==> config.mk <==
export PLATFORM = sky130hd
export DESIGN_NAME = sdram_init_refresh_seq
export DESIGN_NICKNAME = d
export VERILOG_FILES = /design/src/rtl/sdram_seq_pkg.sv /design/src/rtl/sdram_refresh_pacer.sv /design/src/rtl/sdram_refresh_backlog.sv /design/src/rtl/sdram_init_refresh_seq.sv
export SDC_FILE = /design/constraint.sdc
export NUM_CORES = 1
export LEC_CHECK = 0
export ABC_AREA = 1
export BUFFER_PORTS_ARGS = -buffer_cell sky130_fd_sc_hd__buf_4
export CORE_MARGIN = 10
export CORE_UTILIZATION = 52
export DETAILED_ROUTE_END_ITERATION = 8
export PLACE_DENSITY = 0.71
export SLEW_MARGIN = 20
export SYNTH_ARGS = -nofsm -noshare
export SYNTH_HDL_FRONTEND = slang
export SYNTH_SLANG_ARGS = --single-unit
==> constraint.sdc <==
create_clock -name clk -period 2.5 [get_ports clk]
set_clock_uncertainty 0.05 [all_clocks]
set_input_delay 0.125 -clock clk [delete_from_list [all_inputs] [get_ports clk]]
set_output_delay 0.125 -clock clk [all_outputs]
set_load 0.05 [all_outputs]
==> src/rtl/sdram_seq_pkg.sv <==
package sdram_seq_pkg;

    // Command encodings on {cs_n, ras_n, cas_n, we_n}
    typedef enum logic [3:0] {
        CMD_MRS = 4'b0000,
        CMD_REF = 4'b0001,
        CMD_PRE = 4'b0010,
        CMD_NOP = 4'b0111
    } sd_cmd_e;

    typedef enum logic [3:0] {
        ST_PAUSE,
        ST_PRE_WAIT,
        ST_INIT_WAIT,
        ST_MRD_WAIT,
        ST_IDLE,
        ST_GRANT,
        ST_WR_REC,
        ST_REF_WAIT,
        ST_SELF_REF,
        ST_SR_EXIT
    } seq_state_e;

    function automatic int unsigned max_u(input int unsigned a, input int unsigned b);
        return (a > b) ? a : b;
    endfunction

endpackage

==> src/rtl/sdram_refresh_pacer.sv <==
module sdram_refresh_pacer #(
    parameter int unsigned INTERVAL = 976
) (
    input  logic clk,
    input  logic rst_n,
    input  logic run,
    input  logic clear,
    output logic tick
);
    localparam int unsigned W = $clog2(INTERVAL + 1);
    localparam logic [W-1:0] LAST = W'(INTERVAL - 1);

    logic [W-1:0] cnt_d, cnt_q;

    always_comb begin
        cnt_d = cnt_q;
        tick  = 1'b0;
        if (clear) begin
            cnt_d = '0;
        end else if (run) begin
            if (cnt_q == LAST) begin
                tick  = 1'b1;
                cnt_d = '0;
            end else begin
                cnt_d = cnt_q + 1'b1;
            end
        end
    end

    always_ff @(posedge clk or negedge rst_n) begin
        if (!rst_n) cnt_q <= '0;
        else        cnt_q <= cnt_d;
    end

endmodule

==> src/rtl/sdram_refresh_backlog.sv <==
module sdram_refresh_backlog #(
    parameter int unsigned DEPTH  = 8,
    parameter int unsigned RELOAD = 2
) (
    input  logic clk,
    input  logic rst_n,
    input  logic add,
    input  logic take,
    input  logic load,
    output logic owed
);
    localparam int unsigned W = $clog2(max_u_local(DEPTH, RELOAD) + 1);

    function automatic int unsigned max_u_local(input int unsigned a, input int unsigned b);
        return (a > b) ? a : b;
    endfunction

    localparam logic [W-1:0] FULL   = W'(DEPTH);
    localparam logic [W-1:0] REFILL = W'(RELOAD);

    logic [W-1:0] lvl_d, lvl_q;

    always_comb begin
        lvl_d = lvl_q;
        if (load) begin
            lvl_d = REFILL;
        end else if (add && !take) begin
            if (lvl_q != FULL) lvl_d = lvl_q + 1'b1;
        end else if (take && !add) begin
            if (lvl_q != '0) lvl_d = lvl_q - 1'b1;
        end
    end

    assign owed = (lvl_q != '0);

    always_ff @(posedge clk or negedge rst_n) begin
        if (!rst_n) lvl_q <= '0;
        else        lvl_q <= lvl_d;
    end

endmodule

==> src/rtl/sdram_init_refresh_seq.sv <==
module sdram_init_refresh_seq
    import sdram_seq_pkg::*;
#(
    parameter int unsigned CLK_PERIOD_PS  = 8000,
    parameter int unsigned STARTUP_US     = 100,
    parameter int unsigned RETENTION_MS   = 64,
    parameter int unsigned ROW_COUNT      = 8192,
    parameter int unsigned INIT_REFRESHES = 8,
    parameter int unsigned RECOVERY_REFS  = 2,
    parameter int unsigned MAX_PENDING    = 8,
    parameter int unsigned TRP_CYC        = 3,
    parameter int unsigned TRC_CYC        = 8,
    parameter int unsigned TMRD_CYC       = 2,
    parameter int unsigned TWR_CYC        = 2,
    parameter int unsigned TSREX_CYC      = 1,
    parameter int unsigned SR_MIN_CYC     = 2,
    parameter int unsigned ADDR_W         = 13,
    parameter logic [ADDR_W-1:0] MODE_WORD = ADDR_W'('h032)
) (
    input  logic              clk,
    input  logic              rst_n,
    input  logic              sr_req,
    input  logic              acc_req,
    input  logic              acc_idle,
    output logic              acc_gnt,
    output logic              cs_n,
    output logic              ras_n,
    output logic              cas_n,
    output logic              we_n,
    output logic              cke,
    output logic [ADDR_W-1:0] sd_addr,
    output logic              init_done,
    output logic              ref_busy
);
    // Derived timing
    localparam int unsigned PAUSE_CYC = (STARTUP_US * 1000000 + CLK_PERIOD_PS - 1) / CLK_PERIOD_PS;
    localparam int unsigned REFI_NS   = (RETENTION_MS * 1000000) / ROW_COUNT;
    localparam int unsigned REFI_CYC  = (REFI_NS * 1000) / CLK_PERIOD_PS;

    localparam int unsigned LONGEST = max_u(max_u(PAUSE_CYC, TRC_CYC),
                                            max_u(max_u(TRP_CYC, TMRD_CYC),
                                                  max_u(max_u(TWR_CYC, TSREX_CYC + 1), SR_MIN_CYC)));
    localparam int unsigned CNT_W = $clog2(LONGEST + 1);
    localparam int unsigned REF_W = $clog2(INIT_REFRESHES + 1);

    localparam logic [CNT_W-1:0] PAUSE_LAST = CNT_W'(PAUSE_CYC - 1);
    localparam logic [CNT_W-1:0] TRP_LAST   = CNT_W'(TRP_CYC - 1);
    localparam logic [CNT_W-1:0] TRC_LAST   = CNT_W'(TRC_CYC - 1);
    localparam logic [CNT_W-1:0] TMRD_LAST  = CNT_W'(TMRD_CYC - 1);
    localparam logic [CNT_W-1:0] TWR_LAST   = CNT_W'(TWR_CYC - 1);
    localparam logic [CNT_W-1:0] SR_LAST    = CNT_W'(SR_MIN_CYC - 1);
    localparam logic [CNT_W-1:0] EXIT_LAST  = CNT_W'(TSREX_CYC);
    localparam logic [REF_W-1:0] INIT_LAST  = REF_W'(INIT_REFRESHES);
    localparam logic [ADDR_W-1:0] ALL_BANKS = ADDR_W'(1) << 10;

    typedef struct packed {
        seq_state_e        state;
        logic [CNT_W-1:0]  cnt;
        logic [REF_W-1:0]  refs;
        sd_cmd_e           cmd;
        logic [ADDR_W-1:0] addr;
        logic              cke;
        logic              done;
        logic              busy;
        logic              gnt;
    } seq_regs_t;

    seq_regs_t seq_d, seq_q;

    logic ref_tick;
    logic ref_owed;
    logic ref_take;
    logic ref_reload;
    logic timer_run;
    logic timer_clear;

    // Interval pacing stops while the memory refreshes itself
    assign timer_run   = seq_q.done && (seq_q.state != ST_SELF_REF) && (seq_q.state != ST_SR_EXIT);
    assign timer_clear = (seq_q.state == ST_SR_EXIT);

    sdram_refresh_pacer #(
        .INTERVAL (REFI_CYC)
    ) u_pacer (
        .clk   (clk),
        .rst_n (rst_n),
        .run   (timer_run),
        .clear (timer_clear),
        .tick  (ref_tick)
    );

    sdram_refresh_backlog #(
        .DEPTH  (MAX_PENDING),
        .RELOAD (RECOVERY_REFS)
    ) u_backlog (
        .clk   (clk),
        .rst_n (rst_n),
        .add   (ref_tick),
        .take  (ref_take),
        .load  (ref_reload),
        .owed  (ref_owed)
    );

    always_comb begin
        seq_d      = seq_q;
        seq_d.cmd  = CMD_NOP;
        seq_d.addr = '0;
        ref_take   = 1'b0;
        ref_reload = 1'b0;

        unique case (seq_q.state)
            ST_PAUSE: begin
                if (seq_q.cnt == PAUSE_LAST) begin
                    seq_d.cmd   = CMD_PRE;
                    seq_d.addr  = ALL_BANKS;
                    seq_d.state = ST_PRE_WAIT;
                    seq_d.cnt   = '0;
                end else begin
                    seq_d.cnt = seq_q.cnt + 1'b1;
                end
            end

            ST_PRE_WAIT: begin
                if (seq_q.cnt == TRP_LAST) begin
                    seq_d.cmd   = CMD_REF;
                    seq_d.refs  = REF_W'(1);
                    seq_d.state = ST_INIT_WAIT;
                    seq_d.cnt   = '0;
                end else begin
                    seq_d.cnt = seq_q.cnt + 1'b1;
                end
            end

            ST_INIT_WAIT: begin
                if (seq_q.cnt == TRC_LAST) begin
                    seq_d.cnt = '0;
                    if (seq_q.refs == INIT_LAST) begin
                        seq_d.cmd   = CMD_MRS;
                        seq_d.addr  = MODE_WORD;
                        seq_d.state = ST_MRD_WAIT;
                    end else begin
                        seq_d.cmd  = CMD_REF;
                        seq_d.refs = seq_q.refs + 1'b1;
                    end
                end else begin
                    seq_d.cnt = seq_q.cnt + 1'b1;
                end
            end

            ST_MRD_WAIT: begin
                if (seq_q.cnt == TMRD_LAST) begin
                    seq_d.done  = 1'b1;
                    seq_d.state = ST_IDLE;
                    seq_d.cnt   = '0;
                end else begin
                    seq_d.cnt = seq_q.cnt + 1'b1;
                end
            end

            ST_IDLE: begin
                seq_d.cnt = '0;
                if (ref_owed) begin
                    seq_d.cmd   = CMD_REF;
                    seq_d.busy  = 1'b1;
                    seq_d.state = ST_REF_WAIT;
                    ref_take    = 1'b1;
                end else if (sr_req) begin
                    seq_d.cmd   = CMD_REF;
                    seq_d.cke   = 1'b0;
                    seq_d.state = ST_SELF_REF;
                end else if (acc_req) begin
                    seq_d.gnt   = 1'b1;
                    seq_d.state = ST_GRANT;
                end
            end

            ST_GRANT: begin
                if (acc_idle) begin
                    seq_d.gnt   = 1'b0;
                    seq_d.state = ST_WR_REC;
                    seq_d.cnt   = '0;
                end
            end

            ST_WR_REC: begin
                if (seq_q.cnt == TWR_LAST) begin
                    seq_d.state = ST_IDLE;
                    seq_d.cnt   = '0;
                end else begin
                    seq_d.cnt = seq_q.cnt + 1'b1;
                end
            end

            ST_REF_WAIT: begin
                if (seq_q.cnt == TRC_LAST) begin
                    seq_d.busy  = 1'b0;
                    seq_d.state = ST_IDLE;
                    seq_d.cnt   = '0;
                end else begin
                    seq_d.cnt = seq_q.cnt + 1'b1;
                end
            end

            ST_SELF_REF: begin
                if (!sr_req && (seq_q.cnt >= SR_LAST)) begin
                    seq_d.cke   = 1'b1;
                    seq_d.state = ST_SR_EXIT;
                    seq_d.cnt   = '0;
                end else if (seq_q.cnt < SR_LAST) begin
                    seq_d.cnt = seq_q.cnt + 1'b1;
                end
            end

            ST_SR_EXIT: begin
                if (seq_q.cnt == EXIT_LAST) begin
                    ref_reload  = 1'b1;
                    seq_d.state = ST_IDLE;
                    seq_d.cnt   = '0;
                end else begin
                    seq_d.cnt = seq_q.cnt + 1'b1;
                end
            end

            default: begin
                seq_d.state = ST_PAUSE;
                seq_d.cnt   = '0;
            end
        endcase
    end

    always_ff @(posedge clk or negedge rst_n) begin
        if (!rst_n) begin
            seq_q.state <= ST_PAUSE;
            seq_q.cnt   <= '0;
            seq_q.refs  <= '0;
            seq_q.cmd   <= CMD_NOP;
            seq_q.addr  <= '0;
            seq_q.cke   <= 1'b1;
            seq_q.done  <= 1'b0;
            seq_q.busy  <= 1'b0;
            seq_q.gnt   <= 1'b0;
        end else begin
            seq_q <= seq_d;
        end
    end

    assign {cs_n, ras_n, cas_n, we_n} = seq_q.cmd;
    assign cke       = seq_q.cke;
    assign sd_addr   = seq_q.addr;
    assign init_done = seq_q.done;
    assign ref_busy  = seq_q.busy;
    assign acc_gnt   = seq_q.gnt;

endmodule

# == Word-level counts from Yosys, hierarchy flattened ==
# Cells that the tools add are included.
# W data, S select, Z words.
# totals
register_bits,57
input_bits,5
wordCells,135
output_inout_bits,21
# op_classes
mux,56
n_reduce_logical,26
addsub,5
eq_ne,35
order_cmp,2
# ops
cell,n
$pmux W18 S8,1
$mux W14,6
$mux W4,16
$mux W10,3
$ne A2 B2 Y1 const B,13
$pmux W13 S2,1
$mux W21,1
$mux W18,1
$mux W1,17
$eq A4 B3 Y1 const B,4
$mux W16,1
$ne A4 B4 Y1 const B,4
$pmux W4 S4,1
$add A14 B1 Y14 const B,1
$eq A14 B1 Y1 const B,1
$eq A14 B14 Y1 const B,1
$eq A14 B2 Y1 const B,1
$eq A14 B3 Y1 const B,1
$ge A14 B1 Y1 const B,1
$lt A14 B1 Y1 const B,1
$eq A4 B4 Y1 const B,3
$add A10 B1 Y10 const B,1
$eq A10 B10 Y1 const B,1
$reduce_bool A2 Y1,5
other kinds (22),38

# == Longest topological paths before layout ==
# Gate-level depths: netlist of the first run.
# logic_depth
word_depth,10
ltp_mapped,16
mapped_depth_nobuf,16

# == By module ==
# Synthesis of the first run repeated with hierarchy kept, for this count alone.
# unflattened
cells_unflattened,462
hier_area_um2,3306.9
# modules_own_cells
mod,area_each_um2,cells_per_inst,seq_area_each_um2,n_inst
sdram_init_refresh_seq,2349.8,328,780.7,1
sdram_refresh_pacer,554.3,71,250.2,1
sdram_refresh_backlog,402.9,63,100.1,1

# == Worst setup path before layout of the first run ==
# No wires, ideal clock.
# synth_timing
kind,register to register
from,reg u_pacer.cnt_q[0]
to,reg u_backlog.lvl_q[3]
stages_incl_launch_ff,16
path_slack_ns,0.272
n_path_buf,0
arrival_ns,2.112
cell_sequence,dfrtp_1 -> ha_1 -> nand2_1 -> nor2_1 -> nand2_1 -> nor2_1 -> nand3_1 -> ha_1 -> a21oi_1 -> nand2_1 -> nand2_1 -> nand2_1 -> nand3b_1 -> nand2_1 -> nand3_1 -> nand2_1
# synth_between
elab_chain_cells,8
word_cells_on_any_way,13
# synth_rtl
element,line_no,rtl
"start, declared",sdram_refresh_pacer.sv:13,"logic [W-1:0] cnt_d, cnt_q;"
"start signal, assigned",sdram_refresh_pacer.sv:32,else cnt_q <= cnt_d;
$eq A10 B10 Y1 *,sdram_refresh_pacer.sv:21,if (cnt_q == LAST) begin
$mux W1 *,sdram_refresh_pacer.sv:21,
$mux W1 *,sdram_refresh_pacer.sv:20,end else if (run) begin
$mux W1 *,sdram_refresh_pacer.sv:18,if (clear) begin
$logic_not A1 Y1,sdram_refresh_backlog.sv:29,end else if (take && !add) begin
$logic_and A1 B1 Y1,sdram_refresh_backlog.sv:29,
$reduce_bool A3 Y1 (no line),-,
$reduce_and A3 Y1 (no line),-,
"end signal, assigned",sdram_refresh_backlog.sv:38,else lvl_q <= lvl_d;
"end, declared",sdram_refresh_backlog.sv:21,"logic [W-1:0] lvl_d, lvl_q;"
# Mark *: on every way between the ends. The rest lies on a longest branch, timed or not.
# A chain may end at the register's enable or synchronous reset.

# == Final worst setup path of the first run ==
# Same ends and word-level chain as after synthesis.

==> run_results.csv, run 1 <==
group,metric,value,unit
floorplanning,initial_utilization,0.545,
synth,post-synth-top-area-fraction,0.337,
synth,post_synth_cell_types,41,
clocking,ctsRootBufferMaster,"sky130_fd_sc_hd__clkbuf_8",
grt,antenna_found_initial,0,
job,max_cap_violations,0,
worst_setup_path,crit_chain,"ha_1, nand2_1, nor2_2, nand2_1, nor2_4, nand3_2, ha_1, a21oi_2, nand2_1, nand2_1, nand2_1, nand3b_1, nand2_1, nand3_1, nand2_1",
detailed_routing,vias_per_cell,5.09,
synth,synth_largest_area_cell,"sky130_fd_sc_hd__dfrtp_1",
grt,grtUsageMet3,0.0278,
hold_path,worst_hold_path_type,"input pin to register",
layout,fillers,541,
timing,hold_violations,0,
synth,synth.ff_latch_count,45,
grt,grt_pass1_vias,2615,
detailed_routing,vias,2667,
floorplanning,core_region_area,5570,sq um
layout,diodes,0,
synth,synth_enable_flop_cells,0,
grt,global_route.usage.total,0.155,
synth,synthesis.area_per_instance,7.07,sq um
detailed_routing,routedWlPerCell,12.9,um
synth,synth-seq-area-share,0.372,
placed_design,port_buffers,15,
worst_setup_path,critical_path.max_stage_delay,0.38,ns
grt,use_met2,0.262,
floorplanning,floorplan.die_area,9310,sq um
worst_setup_path,arrival,2.44,ns
worst_setup_path,worstPathMaxFanout,4,
clocking,cts-root-to-sink-buffers,2,
timing,fmaxAchievable,447,MHz
detailed_routing,violation_count_after_the_first_detailed_routing_iteration,137,
clocking,cts-htree-levels,2,
placed_design,place_congestion,0.901,
timing,relSlewSlack,0.612,
grt,maximum_number_of_pins_on_one_net_before_global_route_repair,46,
layout,mostFrequentLayoutCell,"sky130_fd_sc_hd__nand2_1",
layout,finalNetCount,466,
clocking,cts.reportedPaths.clkPinSlew,0.09,ns
timing,timing.final.crit_period,2.24,ns
synth,synth-async-reset-ratio,1.00,
worst_setup_path,crit_path_end_kind,"register",
timing,grt_setup_unrepaired,"no",
synth,synthTopCellsByArea,"sky130_fd_sc_hd__dfrtp_1, sky130_fd_sc_hd__nand2_1, sky130_fd_sc_hd__nor2_1",
floorplanning,die_height,96.5,um
clocking,clock_tree_from_tritoncts,"done",
detailed_routing,wl,6.78,mm
floorplanning,row_count,27,
layout,utilization,0.605,
worst_setup_path,setup_cp_type,"register to register",
synth,ys_warn_count,0,
worst_setup_path,critical_path_required,2.70,ns
power,ir_worst_vdd,0.000289,V
worst_setup_path,critical_path_buf_inv_count,0,
timing,final.period_utilization,0.896,
layout,final_cell_mix,"sky130_fd_sc_hd__nand2_1, sky130_fd_sc_hd__nor2_1, sky130_fd_sc_hd__inv_1",
synth,netlist_instances,430,
clocking,clock_insertion_delay_worst_skew,0.30,ns
placed_design,dp.final_hpwl,5.02,mm
placed_design,post_detailed_placement_cell_area,3180,sq um
detailed_routing,number_of_search_and_repair_iterations_in_the_first_detailed_routing_pass,4,
grt,first_pass_grt_wire_length,11.6,mm
floorplanning,design.portCount,26,
detailed_routing,drc_violations_left,0,
run_status,run_status,"completed",
timing,timing.final.setup_violations,0,
clocking,tritoncts.num_buffers,5,
clocking,clock_tree_sinks,45,
grt,grt-busiest-layer,"met2",
detailed_routing,ant_nets,0,
timing,worstMarginPinSlew,0.582,ns
layout,final_area,3370,sq um
worst_setup_path,highest_delay_cell_along_the_critical_path,"sky130_fd_sc_hd__dfrtp_1",
worst_setup_path,cp_top_family,"simple AND/OR/NAND/NOR gates",
grt,groute.layer.met1.usage,0.194,
floorplanning,floorplan.die.width,96.5,um
power,total_leakage_power,1.75,nW
worst_setup_path,worst_setup_path_start_kind,"register",
timing,setup_total_negative_slack,0,ns
synth,synth_area,3040,sq um
layout,ratio_of_cells_with_drive_above_1_in_the_final_layout,0.144,
layout,area_delta_synth_final,11.0,%
timing,final-max-slew-violation-count,0,
synth,postSynth.topFlopCell,"sky130_fd_sc_hd__dfrtp_1",
worst_setup_path,crit_path_frequent_cell,"sky130_fd_sc_hd__nand2_1",
power,p_per_area,428,nW/um^2
grt,grt_remaining_overflow,0,
## report_power, final
part	switching, W	total (W)	internal [W]
logic	0.0000518	0.0000584	0.00000658
clock network	0.000262	0.000660	0.000397
registers	0	0.000728	0.000728
## stage by stage
stage          setup WS, ns  hold slack [ns]  instances  total power (W)
4_1_cts              0.0430           0.0426        523          0.00146
2_1_floorplan         0.272           -0.221        439         0.000788
6_report              0.261           0.0545        524          0.00145
3_5_place_dp         0.0246            0.121        513         0.000798
3_3_place_gp          0.135            0.118        513         0.000797
5_1_grt              0.0500           0.0682        524          0.00149
## worst register-to-register path, stage by stage, from the launching register on
cell and delay, ns:
sky130_fd_sc_hd__dfrtp_1 0.38, sky130_fd_sc_hd__ha_1 0.17, sky130_fd_sc_hd__nand2_1 0.11, sky130_fd_sc_hd__nor2_2 0.12, sky130_fd_sc_hd__nand2_1 0.10, sky130_fd_sc_hd__nor2_4 0.14, sky130_fd_sc_hd__nand3_2 0.16, sky130_fd_sc_hd__ha_1 0.25
sky130_fd_sc_hd__a21oi_2 0.17, sky130_fd_sc_hd__nand2_1 0.06, sky130_fd_sc_hd__nand2_1 0.05, sky130_fd_sc_hd__nand2_1 0.05, sky130_fd_sc_hd__nand3b_1 0.15, sky130_fd_sc_hd__nand2_1 0.07, sky130_fd_sc_hd__nand3_1 0.08, sky130_fd_sc_hd__nand2_1 0.07
## cells in the mapped netlist (2+ instances only)
library cell,number
sky130_fd_sc_hd__nand2_1,122
sky130_fd_sc_hd__nor2_1,54
sky130_fd_sc_hd__inv_1,51
sky130_fd_sc_hd__dfrtp_1,41
sky130_fd_sc_hd__nand3_1,39
sky130_fd_sc_hd__nand4_1,17
sky130_fd_sc_hd__o21ai_0,15
sky130_fd_sc_hd__buf_4,14
sky130_fd_sc_hd__ha_1,9
sky130_fd_sc_hd__inv_2,7
sky130_fd_sc_hd__nand2_2,6
sky130_fd_sc_hd__xor2_1,6
sky130_fd_sc_hd__nor2_2,5
sky130_fd_sc_hd__nor3_1,5
sky130_fd_sc_hd__dfstp_2,4
sky130_fd_sc_hd__nand3_2,3
sky130_fd_sc_hd__o21ai_1,3
sky130_fd_sc_hd__o22ai_1,3
sky130_fd_sc_hd__a21oi_1,2
sky130_fd_sc_hd__nand3b_1,2
sky130_fd_sc_hd__nor2_4,2
## per-layer routing
layer / wire (um) / part of all wire
met1: 3200 / 0.47
met2: 3210 / 0.47
met3: 282 / 0.042
met4: 90 / 0.013
met5: 0 / 0
## state kept, by name, summed over array words and instances, names as in the netlist
signal,cells
u_pacer.cnt_q,10
acc_gnt,1
ras_n,1
u_backlog.lvl_q,4
cas_n,1
init_done,1
we_n,1
cke,1
sd_addr,2
seq_q,22
ref_busy,1
## repair_timing
action	in CTS	in global routing
pin swaps	0	0
hold endpoints to repair	42	0
setup endpoints to repair	1	1
hold buffers	2	0
gates resized for setup	1	5
setup buffers	0	1
## kinds of logic (layout without fill, tap and decap cells)
group,after synthesis,count (layout),synth area share
buf+inv,76,89,0.114
flops,45,45,0.372
xor+xnor,6,6,0.0173
other cells,1,10,0.00123
simple gates,259,259,0.385
fa+ha+maj,10,10,0.0436
compound gates,33,33,0.0671
## path summary, 6_finish.rpt
kind	start	end	cells after the start	slack, ns
max	u_pacer.cnt_q[0]	u_backlog.lvl_q[3]	15	0.26
min	sr_req	cke	4	0.05
max reg2reg	u_pacer.cnt_q[0]	u_backlog.lvl_q[3]	15	0.26
min reg2reg	u_pacer.cnt_q[0]	u_pacer.cnt_q[0]	1	0.46
max in group asynchronous	rst_n	seq_q[35]	2	1.70
min in group asynchronous	rst_n	seq_q[28]	2	0.32
## area by class of cell
class	instances	area (sq um)	area share
Inverter	59	221	0.0656
Clock inverter	3	65.1	0.0193
Tap cell	72	90.1	0.0267
Multi-Input combinational cell	318	1630	0.482
Timing Repair Buffer	22	170	0.0504
Clock buffer	5	68.8	0.0204
Sequential cell	45	1130	0.335
Note: power is estimated with default switching activity, not from simulation.
==> inputs of run 2 (changes only) <==
- CELL_PAD_IN_SITES_DETAIL_PLACEMENT: unset -> 0
- CELL_PAD_IN_SITES_GLOBAL_PLACEMENT: unset -> 1
- CORE_MARGIN: 10 -> 4
- CORE_UTILIZATION: 52 -> 44
- PLACE_DENSITY: 0.71 -> unset
- PLACE_DENSITY_LB_ADDON: unset -> 0.1
==> run 2 against run 1 <==
  * Clock power shrank 22%
  * Largest cell class unchanged
  * First-iteration DRC count rose by 2.9%
  * Maximum frequency up 0.86%
  * Flip-flop and latch count unchanged
==> run_results.csv, run 2 (synthesis gave the netlist of run 1 again) <==
group,metric,value,unit
worst_setup_path,worst_setup_path_start_kind,"register",
floorplanning,die_height,91.1,um
clocking,ctsRootBufferMaster,"sky130_fd_sc_hd__clkbuf_8",
detailed_routing,routedWlPerCell,12.9,um
timing,hold_violations,0,
job,max_cap_violations,0,
layout,finalNetCount,468,
power,pwr-share-comb,0.045,
layout,diodes,0,
placed_design,dp.final_hpwl,5.09,mm
clocking,cts-htree-levels,2,
power,ir_worst_vdd,0.000160,V
floorplanning,initial_utilization,0.450,
layout,top_reg_by_flops,"seq_q",
placed_design,port_buffers,15,
layout,mostFrequentLayoutCell,"sky130_fd_sc_hd__nand2_1",
grt,grt_remaining_overflow,0,
timing,worstMarginPinSlew,0.612,ns
floorplanning,floorplan.die_area,8300,sq um
hold_path,worst_hold_path_type,"input pin to register",
floorplanning,design.portCount,26,
timing,relSlewSlack,0.592,
detailed_routing,vias_per_cell,5.01,
layout,largest_registers,"seq_q: 22 flops, u_pacer.cnt_q: 10 flops, u_backlog.lvl_q: 4 flops",
layout,ratio_of_cells_with_drive_above_1_in_the_final_layout,0.143,
grt,maximum_number_of_pins_on_one_net_before_global_route_repair,46,
layout,area_delta_synth_final,10.4,%
worst_setup_path,crit_chain,"ha_1, nand2_1, nor2_1, nand2_1, nor2_2, nand3_2, ha_4, a21oi_1, nand2_1, nand2_1, nand2_1, nand3b_1, nand2_1, nand3_1, nand2_1",
timing,timing.final.setup_violations,0,
detailed_routing,vias,2674,
timing,final-max-slew-violation-count,0,
timing,fmaxAchievable,450,MHz
detailed_routing,wl,6.88,mm
clocking,clock_tree_from_tritoncts,"done",
clocking,cts-root-to-sink-buffers,2,
placed_design,place_inst,524,
worst_setup_path,critical_path.max_stage_delay,0.40,ns
detailed_routing,violation_count_after_the_first_detailed_routing_iteration,141,
power,net-switching-power,0.000316,W
layout,fillers,709,
layout,largest_register_ffs,22,
run_status,run_status,"completed",
grt,global_route.usage.total,0.173,
worst_setup_path,crit_path_frequent_cell,"sky130_fd_sc_hd__nand2_1",
worst_setup_path,highest_delay_cell_along_the_critical_path,"sky130_fd_sc_hd__dfrtp_1",
layout,post_layout_nonfiller_instances,534,
worst_setup_path,crit_path_end_kind,"register",
clocking,clock_tree_sinks,45,
floorplanning,core_region_area,6760,sq um
worst_setup_path,critical_path_buf_inv_count,0,
floorplanning,row_count,30,
grt,first_pass_grt_wire_length,11.6,mm
timing,timing.final.crit_period,2.22,ns
placed_design,place_congestion,0.817,
timing,final.period_utilization,0.888,
power,clockPowerShare,0.396,
clocking,tritoncts.num_buffers,5,
power,seq_power_share,0.559,
power,power_switching_share,0.243,
grt,grt_pass1_vias,2449,
worst_setup_path,cp_top_family,"simple AND/OR/NAND/NOR gates",
grt,antenna_found_initial,0,
clocking,clock_insertion_delay_worst_skew,0.31,ns
timing,grt_setup_unrepaired,"no",
power,internal_portion_of_total_power,0.000985,W
detailed_routing,ant_nets,0,
clocking,cts.reportedPaths.clkPinSlew,0.08,ns
worst_setup_path,setup_cp_type,"register to register",
detailed_routing,drc_violations_left,0,
power,total_leakage_power,1.75,nW
layout,final_cell_mix,"sky130_fd_sc_hd__nand2_1, sky130_fd_sc_hd__nor2_1, sky130_fd_sc_hd__inv_1",
worst_setup_path,arrival,2.42,ns
floorplanning,floorplan.die.width,91.1,um
power,p_per_area,387,nW/um^2
worst_setup_path,worstPathMaxFanout,4,
worst_setup_path,reg2reg_slack,0.28,ns
timing,setup_total_negative_slack,0,ns
detailed_routing,number_of_search_and_repair_iterations_in_the_first_detailed_routing_pass,6,
worst_setup_path,critical_path_required,2.70,ns
==> run 2: power by group through the flow <==
stage,Clock [W],Sequential (W),Combinational (W)
2_1_floorplan,0,0.000742,0.0000465
3_3_place_gp,0,0.000742,0.0000563
3_5_place_dp,0,0.000742,0.0000563
4_1_cts,0.000530,0.000728,0.0000589
5_1_grt,0.000563,0.000728,0.0000631
6_report,0.000515,0.000728,0.0000579
==> run 2: layout make-up <==
cell class	instances	area, sq um	area share
clock inverter	1	5.00	0.00149
tap	80	100	0.0298
inverter	59	221	0.0660
timing repair buffer	24	185	0.0552
multi-input combinational	318	1620	0.482
clock buffer	7	96.3	0.0287
sequential	45	1130	0.337
==> run 2: final timing paths <==
check | start | end | depth (start not counted)
min reg2reg | cke | cke | 2
min | sr_req | cke | 4
max reg2reg | u_pacer.cnt_q[0] | u_backlog.lvl_q[3] | 15
min in group asynchronous | rst_n | seq_q[23] | 2
max | u_pacer.cnt_q[0] | u_backlog.lvl_q[3] | 15
max in group asynchronous | rst_n | u_pacer.cnt_q[7] | 2
==> run 2: layer usage <==
metal,routed length (um),track usage,share of wire,vias to the layer above
li1,-,-,-,1395
met1,3390,0.246,0.49,1216
met2,3140,0.267,0.46,56
met3,261,0.0331,0.038,7
met4,92,0.0515,0.013,0
met5,0,0,0,-
==> run 2: repair_timing <==
action / CTS / global route
setup endpoints to repair: 0 / 1
endpoints found under the hold margin: 42 / 0
setup buffers: 0 / 0
resized for setup: 0 / 3
hold buffers: 2 / 0
==> run 2: per-stage QoR <==
stage | util | power (W) | setup slack (ns) | hold slack (ns) | area (sq um)
floorplan | - | 0.000788 | 0.272 | -0.221 | 3070
global placement | 0.476 | 0.000798 | 0.250 | 0.126 | 3210
detailed placement | 0.476 | 0.000798 | 0.160 | 0.129 | 3210
CTS | 0.494 | 0.00132 | 0.138 | 0.0314 | 3340
global route | 0.497 | 0.00135 | 0.0500 | 0.0897 | 3360
finish | 0.497 | 0.00130 | 0.280 | 0.0330 | 3360
==> run 2: tightest hold or removal path, cell delays in order <==
cell and delay (ns):
sky130_fd_sc_hd__buf_4 0.10, sky130_fd_sc_hd__nand2_1 0.05, sky130_fd_sc_hd__nand2_1 0.04, sky130_fd_sc_hd__o21ai_0 0.06
==> inputs of run 3 (changes only) <==
- ABC_AREA: 1 -> unset
- CORE_UTILIZATION: 44 -> 46
==> run 3 against run 2 <==
  * Core utilization increased by 9.9 points
  * Worst setup slack worse by 0.24 ns
  * Maximum frequency decreased by 9.9%
  * Global-route usage is 3.0 points higher
  * Power rose by 50%
  * Cell area up 7.6%
  * Combinational power increased to 9.8 times the previous value
  * Flip-flop and latch count did not move
  * First-iteration DRC count is 22% lower
  * Clock power down 8.5%
  * Synthesized cell count is 22% lower
  * Largest cell class unchanged
==> run_results.csv, run 3 <==
group,metric,value,unit
grt,grt_pass1_vias,2545,
timing,worstMarginPinSlew,0.586,ns
detailed_routing,wl,7.30,mm
synth,synth-async-reset-ratio,1.00,
timing,grt_setup_unrepaired,"yes",
placed_design,dp.final_hpwl,5.27,mm
synth,synth_commonest_cells,"sky130_fd_sc_hd__dfrtp_1, sky130_fd_sc_hd__nand2_1, sky130_fd_sc_hd__nor2_1, sky130_fd_sc_hd__o21ai_0, sky130_fd_sc_hd__a21oi_1",
run_status,run_status,"completed",
clocking,cts-root-to-sink-buffers,2,
timing,hold_violations,0,
timing,timing.final.crit_period,2.47,ns
clocking,tritoncts.num_buffers,5,
timing,fmaxAchievable,406,MHz
power,p_per_area,539,nW/um^2
layout,largest_registers,"seq_q: 22 flops, u_pacer.cnt_q: 10 flops, u_backlog.lvl_q: 4 flops",
timing,final.hold.worst_slack,0.118,ns
placed_design,dpl_worst_slack,-0.0165,ns
synth,synthTopCellsByArea,"sky130_fd_sc_hd__dfrtp_1, sky130_fd_sc_hd__o21ai_0, sky130_fd_sc_hd__nand2_1",
synth,synth_enable_flop_cells,0,
clocking,cts-htree-levels,2,
synth,synth.most_common_cell,"sky130_fd_sc_hd__dfrtp_1",
clocking,ctsRootBufferMaster,"sky130_fd_sc_hd__clkbuf_8",
layout,diodes,0,
timing,final-max-slew-violation-count,0,
floorplanning,floorplan.die.width,87.8,um
clocking,clock_insertion_delay_worst_skew,0.29,ns
timing,final.setup.worst_slack,0.0349,ns
worst_setup_path,critical_path_required,2.63,ns
worst_setup_path,worstReg2RegStart,"seq_q[33]",
worst_setup_path,setup_cp_type,"register to register",
synth,postSynth.topFlopCell,"sky130_fd_sc_hd__dfrtp_1",
timing,final.period_utilization,0.986,
hold_path,min_from,"acc_req",
worst_setup_path,worst_setup_path_start_kind,"register",
clocking,clock_tree_sinks,45,
layout,finalNetCount,402,
synth,post_synth_cell_types,60,
placed_design,place_congestion,0.804,
grt,grt_remaining_overflow,0,
worst_setup_path,worstPathMaxFanout,5,
detailed_routing,violation_count_after_the_first_detailed_routing_iteration,110,
detailed_routing,vias,2683,
power,ir_worst_vdd,0.000340,V
synth,post-synth-top-area-fraction,0.351,
floorplanning,die_height,87.8,um
placed_design,port_buffers,15,
layout,largest_register_ffs,22,
layout,mostFrequentLayoutCell,"sky130_fd_sc_hd__buf_4",
floorplanning,initial_utilization,0.483,
detailed_routing,drc_violations_left,0,
layout,final_area,3610,sq um
timing,relSlewSlack,0.609,
worst_setup_path,depth_of_the_worst_register_to_register_path,8,
synth,synth_area,2930,sq um
grt,antenna_found_initial,0,
placed_design,post_detailed_placement_cell_area,3320,sq um
synth,netlist_instances,334,
worst_setup_path,crit_path_end_kind,"register",
layout,area_delta_synth_final,23.3,%
synth,synth.ff_latch_count,45,
detailed_routing,vias_per_cell,5.79,
layout,fillers,550,
floorplanning,core_region_area,6060,sq um
synth,synth_largest_area_cell,"sky130_fd_sc_hd__dfrtp_1",
floorplanning,row_count,28,
layout,top_reg_by_flops,"seq_q",
timing,timing.final.setup_violations,0,
hold_path,hold_end,"acc_gnt",
layout,ratio_of_cells_with_drive_above_1_in_the_final_layout,0.271,
clocking,clock_tree_from_tritoncts,"done",
floorplanning,floorplan.die_area,7700,sq um
grt,maximum_number_of_pins_on_one_net_before_global_route_repair,46,
layout,final_cell_mix,"sky130_fd_sc_hd__buf_4, sky130_fd_sc_hd__dfrtp_1, sky130_fd_sc_hd__nor2_1",
synth,ys_warn_count,0,
layout,utilization,0.596,
hold_path,min_delay_path_depth,3,
clocking,cts.reportedPaths.clkPinSlew,0.08,ns
grt,global_route.usage.total,0.203,
grt,first_pass_grt_wire_length,12.5,mm
worst_setup_path,reg2reg_slack,0.03,ns
job,max_cap_violations,0,
synth,synth-seq-area-share,0.386,
hold_path,worst_hold_path_type,"input pin to register",
detailed_routing,ant_nets,0,
detailed_routing,number_of_search_and_repair_iterations_in_the_first_detailed_routing_pass,4,
power,total_leakage_power,1.56,nW
worst_setup_path,arrival,2.60,ns
worst_setup_path,timing.rr.end,"seq_q[36]",
synth,synthesis.area_per_instance,8.76,sq um
floorplanning,design.portCount,26,
timing,setup_total_negative_slack,0,ns
detailed_routing,routedWlPerCell,15.8,um
[run 3: kinds of logic after synthesis]
kind of cell,share of synthesized area
AO/OA/AOI/OAI,0.224
adder cells (fa/ha/maj),0.0453
buffers and inverters,0.0628
XOR/XNOR,0.0180
flip-flops,0.386
AND/OR/NAND/NOR,0.252
multiplexers,0.0103
other,0.00128
[run 3: worst max path at each step]
stage | startpoint | endpoint | slack, ns | depth (start not counted)
4_1_cts | seq_q[36] | seq_q[36] | 0.006 | 8
5_1_grt | seq_q[33] | seq_q[32] | -0.08 | 8
6_report | seq_q[33] | seq_q[36] | 0.03 | 8
3_3_place_gp | seq_q[40] | u_backlog.lvl_q[3] | 0.06 | 9
2_1_floorplan | seq_q[40] | u_backlog.lvl_q[3] | 0.0001 | 10
3_5_place_dp | seq_q[33] | seq_q[40] | -0.02 | 6
[run 3: critical path, stage by stage (launching register included)]
cell,delay [ns]
sky130_fd_sc_hd__dfrtp_1,0.41
sky130_fd_sc_hd__nor4_4,0.34
sky130_fd_sc_hd__nand2_2,0.09
sky130_fd_sc_hd__or4_4,0.45
sky130_fd_sc_hd__buf_6,0.14
sky130_fd_sc_hd__a311oi_4,0.26
sky130_fd_sc_hd__buf_6,0.20
sky130_fd_sc_hd__a21oi_4,0.07
sky130_fd_sc_hd__a221o_2,0.34
[run 3: area by class of cell]
cell class                 count  area (sq um)  share of cell area
sequential                    45          1130               0.314
clock buffer                   8          90.1              0.0250
timing repair buffer          61           473               0.131
tap                           75          93.8              0.0260
inverter                      11          41.3              0.0114
multi-input combinational    263          1780               0.492
[run 3: timing repair]
| item | 4_1_cts | 5_1_grt |
|---|---|---|
| endpoints found under the setup margin | 1 | 14 |
| gates cloned | 0 | 1 |
| hold endpoints to repair | 43 | 0 |
| hold buffers | 3 | 0 |
| buffers inserted | 0 | 5 |
| gates resized for setup | 4 | 28 |
| pin swaps | 2 | 8 |
[run 3: metal layers]
layer	GRT usage	up-vias	wire length [um]
met1	0.293	1323	3590
met3	0.0310	6	287
met4	0.0530	0	61
li1	-	1306	-
met5	0	-	0
met2	0.318	48	3360
[run 3: power breakdown]
group | switching [W] | total [W] | internal [W] | leakage [nW]
Combinational | 0.000320 | 0.000570 | 0.000249 | 0.952
Sequential | 0.0000974 | 0.000906 | 0.000808 | 0.568
Clock | 0.000245 | 0.000471 | 0.000226 | 0.0455
[run 3: through the flow]
stage,instances,total power [W]
3_3_place_gp,446,0.00143
5_1_grt,463,0.00206
6_report,463,0.00195
4_1_cts,457,0.00192
3_5_place_dp,446,0.00145
2_1_floorplan,343,0.00123
